## src/rtl/idaf_pkg.sv

```systemverilog
package idaf_pkg;

   typedef struct packed {
      logic vld;
      logic ack;
      logic sel_b;
      logic rd;
   } idaf_resp_t;

   localparam idaf_resp_t IDAF_RESP_IDLE = '{vld: 1'b0, ack: 1'b0, sel_b: 1'b0, rd: 1'b0};

endpackage

```

## src/rtl/idaf_cfg_regs.sv

```systemverilog
// Holds the configured addresses and derives the shared compare mask.
// Refreshed whenever either address changes (and once after reset).
module idaf_cfg_regs #(
   parameter int ADDR_W      = 7,
   parameter bit TWO_ADDR_EN = 1'b1
) (
   input  logic              clk,
   input  logic              rst_n,
   input  logic [ADDR_W-1:0] addr_a,
   input  logic [ADDR_W-1:0] addr_b,
   output logic [ADDR_W-1:0] cfg_a,
   output logic [ADDR_W-1:0] cfg_b,
   output logic [ADDR_W-1:0] cfg_mask,
   output logic              cfg_two
);

   logic [ADDR_W-1:0] b_eff;
   logic [ADDR_W-1:0] mask_nxt;
   logic              two_nxt;
   logic              primed_q;
   logic              changed;

   generate
      if (TWO_ADDR_EN) begin : g_dual
         always_comb begin
            b_eff    = addr_b;
            two_nxt  = |addr_b;
            mask_nxt = two_nxt ? ~(addr_a ^ addr_b) : '1;
         end
      end else begin : g_single
         always_comb begin
            b_eff    = '0;
            two_nxt  = 1'b0;
            mask_nxt = '1;
         end
      end
   endgenerate

   assign changed = !primed_q || (addr_a != cfg_a) || (b_eff != cfg_b);

   always_ff @(posedge clk or negedge rst_n) begin
      if (!rst_n) begin
         primed_q <= 1'b0;
         cfg_a    <= '0;
         cfg_b    <= '0;
         cfg_mask <= '1;
         cfg_two  <= 1'b0;
      end else if (changed) begin
         primed_q <= 1'b1;
         cfg_a    <= addr_a;
         cfg_b    <= b_eff;
         cfg_mask <= mask_nxt;
         cfg_two  <= two_nxt;
      end
   end

endmodule

```

## src/rtl/idaf_prematch.sv

```systemverilog
// First stage: masked compare of the received address against one value.
module idaf_prematch #(
   parameter int ADDR_W = 7
) (
   input  logic [ADDR_W-1:0] rx_addr,
   input  logic [ADDR_W-1:0] cmp_val,
   input  logic [ADDR_W-1:0] cmp_mask,
   output logic              pre_hit
);

   logic [ADDR_W-1:0] bit_ok;

   generate
      for (genvar i = 0; i < ADDR_W; i++) begin : g_bit
         assign bit_ok[i] = !cmp_mask[i] || (rx_addr[i] == cmp_val[i]);
      end
   endgenerate

   assign pre_hit = &bit_ok;

endmodule

```

## src/rtl/idaf_decide.sv

```systemverilog
// Second stage: exact compare, ACK/NACK, active select, hold/wake sequencing.
module idaf_decide
   import idaf_pkg::*;
#(
   parameter int ADDR_W = 7
) (
   input  logic              clk,
   input  logic              rst_n,
   input  logic              enable,
   input  logic              sleep_hold,
   input  logic              sleep_nack,
   input  logic              byte_valid,
   input  logic [ADDR_W-1:0] rx_addr,
   input  logic              rx_rd,
   input  logic              pre_hit,
   input  logic              cfg_two,
   input  logic [ADDR_W-1:0] cfg_a,
   input  logic [ADDR_W-1:0] cfg_b,
   input  logic              wake_ack,
   output idaf_resp_t        resp,
   output logic              hold_o,
   output logic              wake_o
);

   logic       hit_a;
   logic       hit_b;
   logic       accept;
   logic       sel_b;
   logic       hold_q;
   logic       wake_q;
   logic       pend_sel_q;
   logic       pend_rd_q;
   idaf_resp_t resp_q;

   always_comb begin
      hit_a  = (rx_addr == cfg_a);
      hit_b  = cfg_two && (rx_addr == cfg_b);
      accept = pre_hit && (cfg_two ? (hit_a || hit_b) : 1'b1);
      sel_b  = hit_b;
   end

   always_ff @(posedge clk or negedge rst_n) begin
      if (!rst_n) begin
         hold_q     <= 1'b0;
         wake_q     <= 1'b0;
         pend_sel_q <= 1'b0;
         pend_rd_q  <= 1'b0;
         resp_q     <= IDAF_RESP_IDLE;
      end else if (!enable) begin
         hold_q     <= 1'b0;
         wake_q     <= 1'b0;
         pend_sel_q <= 1'b0;
         pend_rd_q  <= 1'b0;
         resp_q     <= IDAF_RESP_IDLE;
      end else begin
         wake_q     <= 1'b0;
         resp_q.vld <= 1'b0;
         if (hold_q) begin
            if (wake_ack) begin
               hold_q       <= 1'b0;
               resp_q.vld   <= 1'b1;
               resp_q.ack   <= 1'b1;
               resp_q.sel_b <= pend_sel_q;
               resp_q.rd    <= pend_rd_q;
            end
         end else if (byte_valid) begin
            if (sleep_hold && accept) begin
               hold_q     <= 1'b1;
               wake_q     <= 1'b1;
               pend_sel_q <= sel_b;
               pend_rd_q  <= rx_rd;
            end else begin
               resp_q.vld   <= 1'b1;
               resp_q.ack   <= accept && !sleep_nack;
               resp_q.sel_b <= accept && !sleep_nack && sel_b;
               resp_q.rd    <= rx_rd;
            end
         end
      end
   end

   assign resp   = resp_q;
   assign hold_o = hold_q;
   assign wake_o = wake_q;

endmodule

```

## src/rtl/i2c_dual_addr_filter.sv

```systemverilog
module i2c_dual_addr_filter
   import idaf_pkg::*;
#(
   parameter int ADDR_W      = 7,
   parameter bit TWO_ADDR_EN = 1'b1
) (
   input  logic              clk,
   input  logic              rst_n,
   input  logic              enable,
   input  logic              asleep,
   input  logic              wake_cap,
   input  logic [ADDR_W-1:0] addr_a,
   input  logic [ADDR_W-1:0] addr_b,
   input  logic              byte_valid,
   input  logic [ADDR_W:0]   rx_byte,
   input  logic              wake_ack,
   output logic              rsp_valid,
   output logic              rsp_ack,
   output logic              rsp_sel_b,
   output logic              rsp_read,
   output logic              scl_hold,
   output logic              wake_req
);

   localparam int BYTE_W = ADDR_W + 1;

   generate
      if (ADDR_W < 2 || ADDR_W > 10) begin : g_bad_width
         $error("i2c_dual_addr_filter: ADDR_W must be in 2..10");
      end
   endgenerate

   logic [ADDR_W-1:0] cfg_a;
   logic [ADDR_W-1:0] cfg_b;
   logic [ADDR_W-1:0] cfg_mask;
   logic              cfg_two;
   logic [ADDR_W-1:0] rx_addr;
   logic              rx_rd;
   logic              pre_hit;
   logic              hold_i;
   logic              wake_i;
   idaf_resp_t        resp;

   assign rx_addr = rx_byte[BYTE_W-1:1];
   assign rx_rd   = rx_byte[0];

   idaf_cfg_regs #(.ADDR_W(ADDR_W), .TWO_ADDR_EN(TWO_ADDR_EN)) u_cfg (
      .clk      (clk),
      .rst_n    (rst_n),
      .addr_a   (addr_a),
      .addr_b   (addr_b),
      .cfg_a    (cfg_a),
      .cfg_b    (cfg_b),
      .cfg_mask (cfg_mask),
      .cfg_two  (cfg_two)
   );

   idaf_prematch #(.ADDR_W(ADDR_W)) u_pre (
      .rx_addr  (rx_addr),
      .cmp_val  (cfg_a),
      .cmp_mask (cfg_mask),
      .pre_hit  (pre_hit)
   );

   idaf_decide #(.ADDR_W(ADDR_W)) u_dec (
      .clk        (clk),
      .rst_n      (rst_n),
      .enable     (enable),
      .sleep_hold (asleep && wake_cap),
      .sleep_nack (asleep && !wake_cap),
      .byte_valid (byte_valid),
      .rx_addr    (rx_addr),
      .rx_rd      (rx_rd),
      .pre_hit    (pre_hit),
      .cfg_two    (cfg_two),
      .cfg_a      (cfg_a),
      .cfg_b      (cfg_b),
      .wake_ack   (wake_ack),
      .resp       (resp),
      .hold_o     (hold_i),
      .wake_o     (wake_i)
   );

   always_comb begin
      rsp_valid = enable && resp.vld;
      rsp_ack   = enable && resp.ack;
      rsp_sel_b = enable && resp.sel_b;
      rsp_read  = enable && resp.rd;
      scl_hold  = enable && hold_i;
      wake_req  = enable && wake_i;
   end

endmodule

```

## config.mk

```make
export PLATFORM = sky130hd
export DESIGN_NAME = i2c_dual_addr_filter
export DESIGN_NICKNAME = d
export VERILOG_FILES = /design/src/rtl/idaf_pkg.sv /design/src/rtl/idaf_cfg_regs.sv /design/src/rtl/idaf_prematch.sv /design/src/rtl/idaf_decide.sv /design/src/rtl/i2c_dual_addr_filter.sv
export SDC_FILE = /design/constraint.sdc
export NUM_CORES = 1
export LEC_CHECK = 0
export CORE_ASPECT_RATIO = 1.5
export CORE_MARGIN = 10
export CORE_UTILIZATION = 47
export CTS_CLUSTER_DIAMETER = 30
export DETAILED_ROUTE_END_ITERATION = 7
export DONT_BUFFER_PORTS = 1
export GPL_ROUTABILITY_DRIVEN = 0
export SYNTH_ARGS = -nofsm -noshare
export SYNTH_HDL_FRONTEND = slang
export SYNTH_HIERARCHICAL = 1
export SYNTH_SLANG_ARGS = --single-unit
```

## constraint.sdc

```tcl
create_clock -name clk -period 2.1 [get_ports clk]
set_input_delay 0.105 -clock clk [delete_from_list [all_inputs] [get_ports clk]]
set_output_delay 0.105 -clock clk [all_outputs]
set_load 0.01 [all_outputs]
```

Yosys cells after proc, flatten, opt, wreduce, memory -nomap -nowiden
Cells that the tools add are included.
- input bits: 29
- bits in registers: 31
- reduce and logical (&&, ||, !) cells: 37
- bitwise gates (word level): 2
- mux-type cells: 22
- eq/ne operators: 17
- operator list (cell ; number):
    two-way mux 4 bit ; 5
    two-way mux 1 bit ; 16
    equality test 7 bit ; 2
    inequality test 7 bit ; 2
    logical AND 1 bit ; 13
    zero test 1 bit ; 10
    logical OR 1 bit ; 10
    equality test 1 bit ; 7
    two-way mux 7 bit ; 1
    NOT 7 bit ; 1
    AND reduction 7 bit ; 1
    OR reduction 7 bit ; 1
    bitwise XOR 7 bit ; 1
    AND reduction 3 bit ; 2
    inequality test 2 x 1 -> 1 bit, second input constant ; 2
    inequality test 3 x 1 -> 1 bit, second input constant ; 1
    inequality test 3 x 2 -> 1 bit, second input constant ; 1
    inequality test 3 bit, second input constant ; 1
    inequality test 2 bit, second input constant ; 1

Logic depth before layout (Yosys ltp)
Gate-level depths: netlist of run 1.
- depth in word-level cells: 11
- mapped depth: 8
- gate-level depth less buffers: 8

Hierarchy
Netlist of run 1, hierarchy kept.
- by module, submodules not included (module ; area each (um^2) ; instances ; cells an instance ; sequential area each (um^2)):
    idaf_cfg_regs ; 1041.0 ; 1 ; 83 ; 584.3
    idaf_decide ; 578.1 ; 1 ; 64 ; 200.2
    idaf_prematch ; 92.6 ; 1 ; 11 ; 0.0
    i2c_dual_addr_filter ; 50.0 ; 1 ; 8 ; 0.0

Worst setup path before layout of run 1
Ideal clock, no wire load.
- kind: register to register
- from: reg u_cfg.cfg_a[6]
- to: reg u_dec.resp_q, in the netlist u_dec/resp[0]
- slack: 0.159 ns
- path buffers: 0
- cell stages (with the launch flop): 8
- arrival: 1.851 ns
- library setup time: 0.090 ns
- cell sequence: dfrtp_1 > xor2_1 > a222oi_1 > and3_1 > nand2_1 > a221o_1 > a31o_2 > o221ai_1
- word-level cells in the longest chain between the ends: 7
- RTL lines (item ; RTL line ; RTL):
    start, declared ; idaf_cfg_regs.sv:11 ; output logic [ADDR_W-1:0] cfg_a,
    start signal, assigned ; idaf_cfg_regs.sv:50 ; cfg_a <= addr_a;
    equality test 1 bit ; idaf_prematch.sv:15 ; assign bit_ok[i] = !cmp_mask[i] || (rx_addr[i] == cmp_val[i]);
    logical OR 1 bit ; idaf_prematch.sv:15 ;
    AND reduction 7 bit ; idaf_prematch.sv:19 ; assign pre_hit = &bit_ok;
    net pre_hit ; i2c_dual_addr_filter.sv:39 ; logic pre_hit;
    logical AND 1 bit ; idaf_decide.sv:38 ; accept = pre_hit && (cfg_two ? (hit_a || hit_b) : 1'b1);
    logical AND 1 bit ; idaf_decide.sv:67 ; if (sleep_hold && accept) begin
    inequality test 3 x 2 -> 1 bit (no line) ; - ;
    AND reduction 3 bit (no line) ; - ;
    end, declared ; idaf_decide.sv:33 ; idaf_resp_t resp_q;
The timed path passes the listed nets, and every way through them passes these cells.
A chain may end at the register's enable or synchronous reset.

Worst setup path after layout of run 1
Same ends and word-level chain as after synthesis.

==> flow_summary_export.csv, run 1 <==
group,metric,value,unit
synthesis,synthDistinctLibCells,40,
cells_and_area,nets,208,
clock_network,cts_tree,"built",
synthesis,async_flop_share,100.0,%
cells_and_area,n_fill_cell,331,
drt,drtIter0Drc,74,
synthesis,syn_area,1762,um^2
place,io_buffers,0,
drt,wl_per_cell,17.70,um
die,die_y,94.98,um
die,start_util,48.29,%
drt,postRouteWirelength,3.946,mm
worst_setup_path,crit_path_cell_trace,"xor2_1 > a222oi_1 > and3_1 > nand2_1 > a221o_1 > a31o_2 > o221ai_1",
cells_and_area,areaGrowthSynthToFinish,15.77,%
worst_setup_path,cp.arrival,2.20,ns
synthesis,synth-warning-count,6,
synthesis,synth_edf_count,0,
global_route,grt_usage,12.18,%
job,cap_violations,0,
sta,finalClockSkew,0.006400,ns
global_route,gr-total-overflow,0,
cells_and_area,postLayoutCoreUtil,55.90,%
place,hpwl,2.966,mm
synthesis,syn_avg_cell_area,10.61,um^2
sta,hold_violations,0,
global_route,grt_max_degree,32,
sta,fmax,498.4,MHz
worst_setup_path,critPathMaxStageDelay,0.41,ns
worst_setup_path,path_class,"reg2reg",
synthesis,ys_seq_area_share,44.53,%
clock_network,cts_buffers,5,
drt,avgViaCountPerCell,5.426,
clock_network,clk_path_buf_depth,2,
synthesis,ys_ff_latch,31,
power,peakVddDrop,615.3,uV
global_route,first_global_vias,1311,
cells_and_area,insertedDiodeCount,0,
sta,min_period,2.006,ns
die,core,3649,um^2
synthesis,yosysTopAreaCell,"dfrtp_1",
synthesis,yosys-top-cells-area,"dfrtp_1, xnor2_1, dfstp_2, xor2_1, mux2_4",
clock_network,clk_pin_slew,0.06,ns
drt,dr.pass1.iters,4,
worst_setup_path,reg2reg_depth,7,
sta,hold_slack,0.009067,ns
worst_hold_path,hold_depth,2,
sta,fin_crit_sh,95.54,%
outcome,status,"complete, no violations",
global_route,grt_pass1_wl,6.368,mm
synthesis,synth_top_area_share,34.09,%
sta,tns,0,ns
clock_network,root_buffer,"clkbuf_8",
power,p_leak,0.0008391,uW
worst_setup_path,crit_slowest_cell,"dfrtp_1",
worst_hold_path,hp-class,"in2reg",
sta,finalSetupViolations,0,
place,dp_slack,0.09300,ns
drt,drtAntennaViolNets,0,
clock_network,htreeDepth,2,
worst_setup_path,end_kind,"flip-flop",
global_route,antenna_found_initial,0,
die,dieWidth,69.99,um
worst_setup_path,worstSetupStartpointType,"flip-flop",
die,rows,27,
clock_network,insertion_delay,0.28,ns
sta,setup_ws,0.09375,ns
cells_and_area,drive_above_1_share,16.67,%
die,io_pins,35,
worst_setup_path,crit_fanout,3,
clock_network,cts_sinks,31,
die,die-area,6648,um^2
power,powerDensity,632.9,nW/um^2
worst_setup_path,cp.required,2.29,ns
sta,finalMaxSlewViolations,0,
drt,num_vias,1210,
synthesis,synth_nets,195,
synthesis,netlist_instances,166,
drt,drc_errors,0,
sta,grt_setup_unrepaired,"false",
synthesis,synthFlopType,"dfrtp_1",
## layer usage
layer | global-route usage (%) | wire length [um] | vias to the layer above
met2 | 21.36 | 2035 | 42
li1 | - | - | 579
met5 | 0 | 0 | -
met1 | 12.07 | 1436 | 584
met3 | 6.611 | 420 | 5
met4 | 3.960 | 53 | 0
## where the power goes
group / total, uW / switching, uW / internal [uW] / leakage [uW]
Sequential: 666 / 25.8 / 640 / 0.000367
Combinational: 186 / 72.9 / 113 / 0.000432
Clock: 439 / 204 / 235 / 0.0000395
## sequential cells by signal, indices dropped and copies added, names as in the netlist
| register | count |
|---|---|
| u_cfg/cfg_mask | 7 |
| u_dec/pend_sel_q | 1 |
| u_cfg/cfg_two | 1 |
| u_cfg/cfg_a | 7 |
| u_dec/pend_rd_q | 1 |
| u_cfg/primed_q | 1 |
| u_dec/resp | 4 |
| u_dec/hold_o | 1 |
| u_dec/wake_o | 1 |
| u_cfg/cfg_b | 7 |
## path summary, 6_finish.rpt
check                                        startpoint                            end  slack (ns)
setup reg to reg             u_cfg/cfg_a[6]$_DFFE_PN0P_      u_dec/resp[0]$_DFFE_PN0P_        0.09
min in group asynchronous                         rst_n      u_cfg/cfg_two$_DFFE_PN0P_        0.26
hold reg to reg            u_dec/pend_sel_q$_DFFE_PN0P_      u_dec/resp[1]$_DFFE_PN0P_        0.53
setup / recovery             u_cfg/cfg_a[6]$_DFFE_PN0P_      u_dec/resp[0]$_DFFE_PN0P_        0.09
max in group asynchronous                         rst_n  u_cfg/cfg_mask[0]$_DFFE_PN1P_        1.59
hold / removal                                   enable      u_dec/resp[2]$_DFFE_PN0P_       0.009
## layout by cell type, fill, tap and decap left out, types with 2 or more instances in the layout
| master | count |
|---|---|
| xnor2_1 | 25 |
| dfrtp_1 | 24 |
| dlygate4sd3_1 | 17 |
| xor2_1 | 17 |
| nand2_1 | 12 |
| mux2_4 | 8 |
| and2_1 | 7 |
| dfstp_2 | 7 |
| clkbuf_8 | 5 |
| nand4_1 | 5 |
| inv_1 | 5 |
| o21ai_0 | 4 |
| clkbuf_1 | 3 |
| buf_4 | 3 |
| nand3_1 | 3 |
| and3_1 | 3 |
| nor2b_1 | 2 |
| nor3_1 | 2 |
| o221ai_1 | 2 |
| nor2_1 | 2 |
| a31oi_1 | 2 |
| a22oi_1 | 2 |
## critical path: cells and delay by family (launching register included)
family / cells / cell delay [ns]
XOR/XNOR: 1 / 0.17
flip-flops: 1 / 0.41
AND/OR/NAND/NOR: 2 / 0.28
AO/OA/AOI/OAI: 4 / 1.06
## cells by family after synthesis
family / Yosys count / share of synthesized area (%)
AO/OA/AOI/OAI: 19 / 8.381
XOR/XNOR: 42 / 20.88
buffers and inverters: 20 / 5.113
flip-flops: 31 / 44.53
multiplexers: 8 / 6.818
other: 1 / 0.2129
AND/OR/NAND/NOR: 45 / 14.06
## cell type report
cell class	count	area [um^2]	share of cell area [%]
clock buffer	8	80.08	3.926
inverter	5	18.77	0.9202
multi-input combinational	115	889.6	43.62
sequential	31	784.5	38.47
tap	43	53.80	2.638
timing repair buffer	21	212.7	10.43
## metrics by stage
stage                     instances  power (uW)  instance area (um^2)
after global routing            223        1359                  2039
after detailed placement        196       818.2                  1759
after floorplan                 166       798.9                  1762
after CTS                       222        1308                  2029
after global placement          196       815.6                  1759
final                           223        1291                  2039
## cells in the mapped netlist, types with 2 or more instances
master    instances
a22oi_1           2
a31oi_1           2
nor2b_1           2
nand3_1           3
mux2_4            8
and3_1            3
and2_1            7
xnor2_1          25
nand4_1           5
nor3_1            2
nand2_1          12
o21ai_0           4
xor2_1           17
nor2_1            3
clkbuf_1         12
dfstp_2           7
o221ai_1          2
dfrtp_1          24
inv_1             5
## repair_timing
action | 4_1_cts | 5_1_grt
resized for setup | 0 | 1
setup buffers | 0 | 1
hold buffers | 18 | 0
hold endpoints to repair | 49 | 0
setup endpoints to repair | 0 | 3
(Power assumes the default switching activity.)
==> run 2, diff against run 1 <==
Settings changed: SYNTH_HIERARCHICAL 1 to default.
Clock period 2.1 ns to 2.14 ns, I/O delays scaled along.
==> run 2 against run 1 <==
Against the previous run: worst hold slack got worse by 0.0014 ns; global-route usage rose by 1.3 points; clock-buffer cell count decreased by 3; first-iteration DRC count decreased by 38%; non-clock buffer count is 5 higher; clock skew decreased by 0.0040 ns; setup slack lost 0.032 ns; synthesized cell count is 12% lower; critical path type unchanged; critical endpoint is now u_dec.resp[1]$_DFFE_PN0P_.
==> flow_summary_export.csv, run 2 <==
group,metric,value,unit
worst_setup_path,critPathBufInv,1,
drt,top_layer,"met4",
sta,finalSetupViolations,0,
die,die_y,91.27,um
worst_setup_path,crit_path_cell_trace,"xor2_1 > or4_4 > o41ai_4 > o21ai_2 > buf_4 > o211a_1 > o2bb2ai_1",
clock_network,cts_buffers,5,
global_route,grt_max_degree,32,
synthesis,async_flop_share,100.0,%
worst_setup_path,crit_fanout,3,
place,dp.cells,173,
cells_and_area,fin_cells,204,
sta,tightestPinTransition,0.8563,ns
sta,finalMaxSlewViolations,0,
cells_and_area,insertedDiodeCount,0,
sta,fmax,481.3,MHz
worst_setup_path,cp.required,2.35,ns
cells_and_area,reg_top3,"u_cfg.cfg_a (7), u_cfg.cfg_b (7), u_cfg.cfg_mask (7)",
cells_and_area,final_common_cell,"xnor2_1",
synthesis,syn_avg_cell_area,10.90,um^2
power,p_leak,0.0007855,uW
global_route,grt_usage,13.47,%
worst_setup_path,critPathMaxStageDelay,0.55,ns
power,peakVddDrop,482.7,uV
synthesis,netlist_instances,146,
worst_setup_path,worstSetupStartpointType,"flip-flop",
clock_network,root_buffer,"clkbuf_8",
clock_network,clk_path_buf_depth,2,
worst_hold_path,hp-class,"in2reg",
drt,drt-met1-wl,1.311,mm
drt,avgViaCountPerCell,5.559,
synthesis,yosysTopAreaCell,"dfrtp_1",
worst_setup_path,cpLargestDelayFamily,"compound AO/OA/AOI/OAI gates",
synthesis,ys_ff_latch,31,
synthesis,synth_edf_count,0,
power,p_total,1259,uW
worst_setup_path,cp.arrival,2.29,ns
place,io_buffers,0,
die,start_util,49.40,%
place,hpwl,2.846,mm
cells_and_area,n_fill_cell,263,
drt,dr.pass1.iters,4,
drt,drc_errors,0,
synthesis,synthDistinctLibCells,32,
sta,finalClockSkew,0.002390,ns
synthesis,synth-warning-count,0,
synthesis,synth_nets,175,
drt,dr_wl_met2,2.115,mm
sta,grt_setup_unrepaired,"true",
clock_network,htreeDepth,2,
synthesis,synth_top_area_share,37.74,%
sta,tns,0,ns
cells_and_area,nets,192,
cells_and_area,areaGrowthSynthToFinish,22.25,%
die,io_pins,35,
clock_network,insertion_delay,0.29,ns
global_route,gr-total-overflow,0,
power,powerDensity,647.0,nW/um^2
synthesis,yosysMostFrequentCell,"xnor2_1",
synthesis,synthFlopType,"dfrtp_1",
sta,min_period,2.078,ns
drt,postRouteWirelength,3.917,mm
cells_and_area,final_cell_mix,"xnor2_1, dfrtp_1, dlygate4sd3_1",
global_route,grt_pass1_wl,6.230,mm
sta,fin_crit_sh,97.10,%
outcome,status,"complete, no violations",
clock_network,clk_pin_slew,0.06,ns
die,dieWidth,67.51,um
job,cap_violations,0,
drt,route.met3.wl,382,um
die,die-area,6162,um^2
worst_setup_path,r2r_slack,0.06,ns
drt,drtIter0Drc,46,
worst_setup_path,end_kind,"flip-flop",
clock_network,cts_tree,"built",
drt,wl_per_cell,19.20,um
global_route,first_global_vias,1312,
sta,hold_violations,0,
clock_network,cts_sinks,31,
die,rows,25,
cells_and_area,drive_above_1_share,18.90,%
die,core,3222,um^2
global_route,antenna_found_initial,0,
drt,num_vias,1134,
worst_setup_path,path_class,"reg2reg",
synthesis,syn_area,1592,um^2
synthesis,ys_seq_area_share,49.29,%
synthesis,yosys-top-cells-area,"dfrtp_1, xnor2_1, dfstp_2, o22a_1, xor2_1",
synthesis,netlist_top_cells_count,"xnor2_1, dfrtp_1, clkbuf_1, nand2_1",
drt,drtAntennaViolNets,0,
worst_setup_path,crit_slowest_cell,"or4_4",
sta,slew-limit-headroom,42.29,%
[run 2: cell types whose count changed after synthesis, sizes merged, moves of 3 or more]
cell,delta
nand3,-3
xor2,-10
mux2i,+3
mux2,-8
clkbuf,+4
nand2,-4
xnor2,+3
o22a,+7
[run 2: path summary, 6_finish.rpt]
path	startpoint	end	depth (start not counted)
worst min-delay path	addr_a[6]	u_cfg.cfg_mask[6]$_DFFE_PN1P_	2
worst max register to register	u_cfg.cfg_a[0]$_DFFE_PN0P_	u_dec.resp[1]$_DFFE_PN0P_	7
worst max-delay path	u_cfg.cfg_a[0]$_DFFE_PN0P_	u_dec.resp[1]$_DFFE_PN0P_	7
worst min register to register	u_dec.resp[1]$_DFFE_PN0P_	u_dec.resp[1]$_DFFE_PN0P_	2
min in group asynchronous	rst_n	u_dec.hold_o$_DFF_PN0_	2
max in group asynchronous	rst_n	u_cfg.cfg_mask[2]$_DFFE_PN1P_	2
[run 2: routing by layer]
layer  track usage (%)  up-vias
li1                  -      529
met2             24.21       45
met4             5.670        0
met1             11.75      550
met3             7.011       10
met5                 0        -
[run 2: layout make-up]
| class | count | area (um^2) | share of cell area (%) |
|---|---|---|---|
| clock inverters | 3 | 15.01 | 0.7717 |
| inverters | 4 | 15.01 | 0.7717 |
| well taps | 40 | 50.05 | 2.572 |
| clock buffers | 5 | 68.82 | 3.537 |
| flip-flops and latches | 31 | 784.5 | 40.32 |
| multi-input cells | 95 | 759.5 | 39.04 |
| repair buffers | 26 | 252.7 | 12.99 |
[run 2: kinds of logic (layout without fill, tap and decap cells)]
group / count (synthesis) / after routing / share of synthesized area (%)
buf+inv: 20 / 38 / 4.717
compound gates: 24 / 24 / 12.97
simple gates: 32 / 32 / 11.63
flops: 31 / 31 / 49.29
xor+xnor: 35 / 35 / 19.26
mux: 3 / 3 / 1.887
other cells: 1 / 1 / 0.2356
[run 2: report_power, final]
part | leakage, uW | internal, uW | switching (uW) | total [uW]
clock network | 0.0000477 | 222 | 216 | 438
logic | 0.000371 | 97.1 | 75.1 | 172
registers | 0.000367 | 627 | 21.4 | 649
total | 0.000786 | 946 | 313 | 1260
[run 2: metrics by stage]
stage                     hold WS, ns  util (%)  setup slack, ns  instance area [um^2]
final                        0.007713     60.39          0.06211                  1946
after global routing         0.007877     60.39         -0.02924                  1946
after CTS                    0.002397     58.99        -0.003007                  1901
after detailed placement      -0.1873     49.79         -0.05194                  1604
after global placement        -0.1875     49.79          0.02472                  1604
after floorplan               -0.1886         -          0.09296                  1592
[run 2: what timing repair did]
action | CTS | global route
hold buffers | 18 | 1
endpoints found under the hold margin | 49 | 1
setup buffers | 3 | 1
endpoints found under the setup margin | 5 | 8
gates resized for setup | 0 | 4
pin swaps | 5 | 1
==> run 3, diff against run 2 <==
Settings changed: CORE_UTILIZATION 47 to 61, PLACE_DENSITY from default to 0.77, RECOVER_POWER from default to 25.
==> run 3 against run 2 <==
Against the previous run: the flow now finishes with violations (max-capacitance violations, max-slew violations); combinational power grew 2%; clock skew rose by 0.0038 ns; power is 9.3% lower; worst hold slack gained 0.013 ns; flip-flop and latch count did not move; non-clock buffer count fell by 1; global-route usage rose by 3.3 points; sequential power about the same; core utilization increased by 16 points; critical path type unchanged; largest cell class unchanged.
==> flow_summary_export.csv, run 3 (same netlist as run 2, synthesis figures left out) <==
group,metric,value,unit
sta,grt_setup_unrepaired,"true",
cells_and_area,final_cell_area,1891,um^2
drt,num_vias,1150,
job,cap_violations,1,
worst_setup_path,cp.arrival,2.37,ns
power,p_leak,0.0007551,uW
clock_network,clk_pin_slew,0.09,ns
drt,dr.pass1.iters,4,
drt,postRouteWirelength,3.984,mm
sta,min_period,2.105,ns
drt,dr_wl_met2,2.122,mm
place,hpwl,2.726,mm
die,rows,22,
place,dp_slack,-0.1344,ns
cells_and_area,insertedDiodeCount,0,
clock_network,cts_buffers,5,
sta,hold_violations,0,
drt,drc_errors,0,
sta,tightestPinTransition,1.619,ns
cells_and_area,multiInputGateArea,779.5,um^2
clock_network,cts_sinks,31,
die,core,2477,um^2
drt,drt-met1-wl,1.363,mm
global_route,grt_max_degree,32,
worst_hold_path,min_from,"wake_ack",
worst_setup_path,crit_fanout,4,
sta,finalMaxSlewViolations,32,
drt,route.met3.wl,386,um
worst_setup_path,r2r-start,"u_cfg.cfg_a[2]$_DFFE_PN0P_",
cells_and_area,reg_top3,"u_cfg.cfg_a (7), u_cfg.cfg_b (7), u_cfg.cfg_mask (7)",
worst_setup_path,worstSetupStartpointType,"flip-flop",
cells_and_area,final_common_cell,"xnor2_1",
worst_setup_path,crit_slowest_cell,"or4_4",
sta,finalClockSkew,0.006227,ns
cells_and_area,postLayoutCoreUtil,76.31,%
sta,setup_ws,0.03524,ns
cells_and_area,final_cell_mix,"xnor2_1, dfrtp_1, dlygate4sd3_1",
worst_setup_path,end_kind,"flip-flop",
outcome,violations,"max-capacitance violations, max-slew violations",
drt,top_layer,"met4",
drt,drtAntennaViolNets,0,
worst_setup_path,crit_path_cell_trace,"xor2_1 > or4_4 > o41ai_4 > o21ai_2 > nor4_4 > buf_4 > mux2i_1",
power,p_total,1142,uW
worst_setup_path,cpLargestDelayFamily,"simple AND/OR/NAND/NOR gates",
cells_and_area,nets,191,
drt,wl_per_cell,21.30,um
drt,avgViaCountPerCell,6.150,
clock_network,insertion_delay,0.34,ns
cells_and_area,regArea,784.5,um^2
clock_network,htreeDepth,2,
die,dieWidth,61.71,um
global_route,antenna_found_initial,0,
die,die-area,5094,um^2
worst_setup_path,reg2reg_depth,7,
drt,drtIter0Drc,56,
global_route,grt_usage,16.75,%
die,start_util,64.24,%
global_route,first_global_vias,1298,
power,powerDensity,604.2,nW/um^2
power,peakVddDrop,499.6,uV
die,die_y,82.56,um
sta,finalSetupViolations,0,
worst_setup_path,reg2reg_to,"u_dec.pend_sel_q$_DFFE_PN0P_",
sta,slew-limit-headroom,-7.936,%
place,place_area,1569,um^2
worst_hold_path,hold-path-endpoint,"u_dec.hold_o$_DFF_PN0_",
worst_hold_path,hp-class,"in2reg",
cells_and_area,drive_above_1_share,17.18,%
place,io_buffers,0,
worst_setup_path,critPathMaxStageDelay,0.53,ns
global_route,gr-total-overflow,0,
cells_and_area,areaGrowthSynthToFinish,18.79,%
worst_setup_path,r2r_slack,0.04,ns
die,io_pins,35,
worst_setup_path,path_class,"reg2reg",
cells_and_area,n_fill_cell,165,
sta,fin_crit_sh,98.35,%
clock_network,root_buffer,"clkbuf_4",
clock_network,cts_tree,"built",
sta,tns,0,ns
worst_setup_path,cp.required,2.41,ns
sta,fmax,475.1,MHz
clock_network,clk_path_buf_depth,2,
outcome,status,"finished with violations",
worst_setup_path,critPathBufInv,1,
worst_hold_path,hold_depth,2,
global_route,grt_pass1_wl,6.120,mm
==> run 3: cell types whose count changed in the layout (fill, tap and decap cells not counted), moves of 2 or more <==
cell / previous run / this run
clkbuf_8: 5 / 0
buf_4: 7 / 5
clkinv_2: 3 / 1
clkbuf_1: 0 / 3
clkbuf_4: 0 / 5
==> run 3: report_power, final <==
group          switching [uW]  total, uW  internal (uW)  leakage [uW]
Clock                     191        319            128     0.0000293
Combinational            83.8        176           91.7      0.000359
Sequential               21.4        648            626      0.000367
Total                     297       1140            846      0.000755
==> run 3: worst max path at each step <==
stage,from,end,slack (ns),depth (start not counted)
3_5_place_dp,u_cfg.cfg_a[0]$_DFFE_PN0P_,u_dec.pend_sel_q$_DFFE_PN0P_,-0.13,6
2_1_floorplan,u_cfg.cfg_a[2]$_DFFE_PN0P_,u_dec.pend_rd_q$_DFFE_PN0P_,0.09,6
5_1_grt,u_cfg.cfg_a[2]$_DFFE_PN0P_,u_dec.pend_rd_q$_DFFE_PN0P_,-0.07,7
6_report,u_cfg.cfg_a[2]$_DFFE_PN0P_,u_dec.pend_sel_q$_DFFE_PN0P_,0.04,7
3_3_place_gp,u_cfg.cfg_a[2]$_DFFE_PN0P_,u_dec.pend_rd_q$_DFFE_PN0P_,0.002,6
4_1_cts,u_cfg.cfg_a[2]$_DFFE_PN0P_,u_dec.pend_sel_q$_DFFE_PN0P_,0.005,7
==> run 3: area by class of cell <==
| class | instances | area share, % |
|---|---|---|
| Multi-Input combinational cell | 95 | 41.23 |
| Clock buffer | 7 | 2.383 |
| Clock inverter | 1 | 0.2647 |
| Timing Repair Buffer | 25 | 12.24 |
| Sequential cell | 31 | 41.50 |
| Inverter | 4 | 0.7942 |
| Tap cell | 24 | 1.588 |
==> run 3: per-stage QoR <==
stage	hold slack, ns	cells
finish	0.02075	187
global route	0.008470	187
CTS	0.009510	186
detailed placement	-0.1873	155
global placement	-0.1874	155
floorplan	-0.1886	146
==> run 3: per-layer routing <==
layer	vias to the layer above	GRT usage (%)
met5	-	0
met4	0	8.072
met3	14	6.870
met2	48	30.59
met1	561	15.31
li1	527	-
==> run 3: repair_timing <==
| action | 4_1_cts | 5_1_grt |
|---|---|---|
| setup endpoints to repair | 7 | 8 |
| setup buffers | 4 | 0 |
| hold buffers | 19 | 1 |
| resized for setup | 1 | 6 |
| pin swaps | 3 | 1 |
| endpoints found under the hold margin | 58 | 2 |
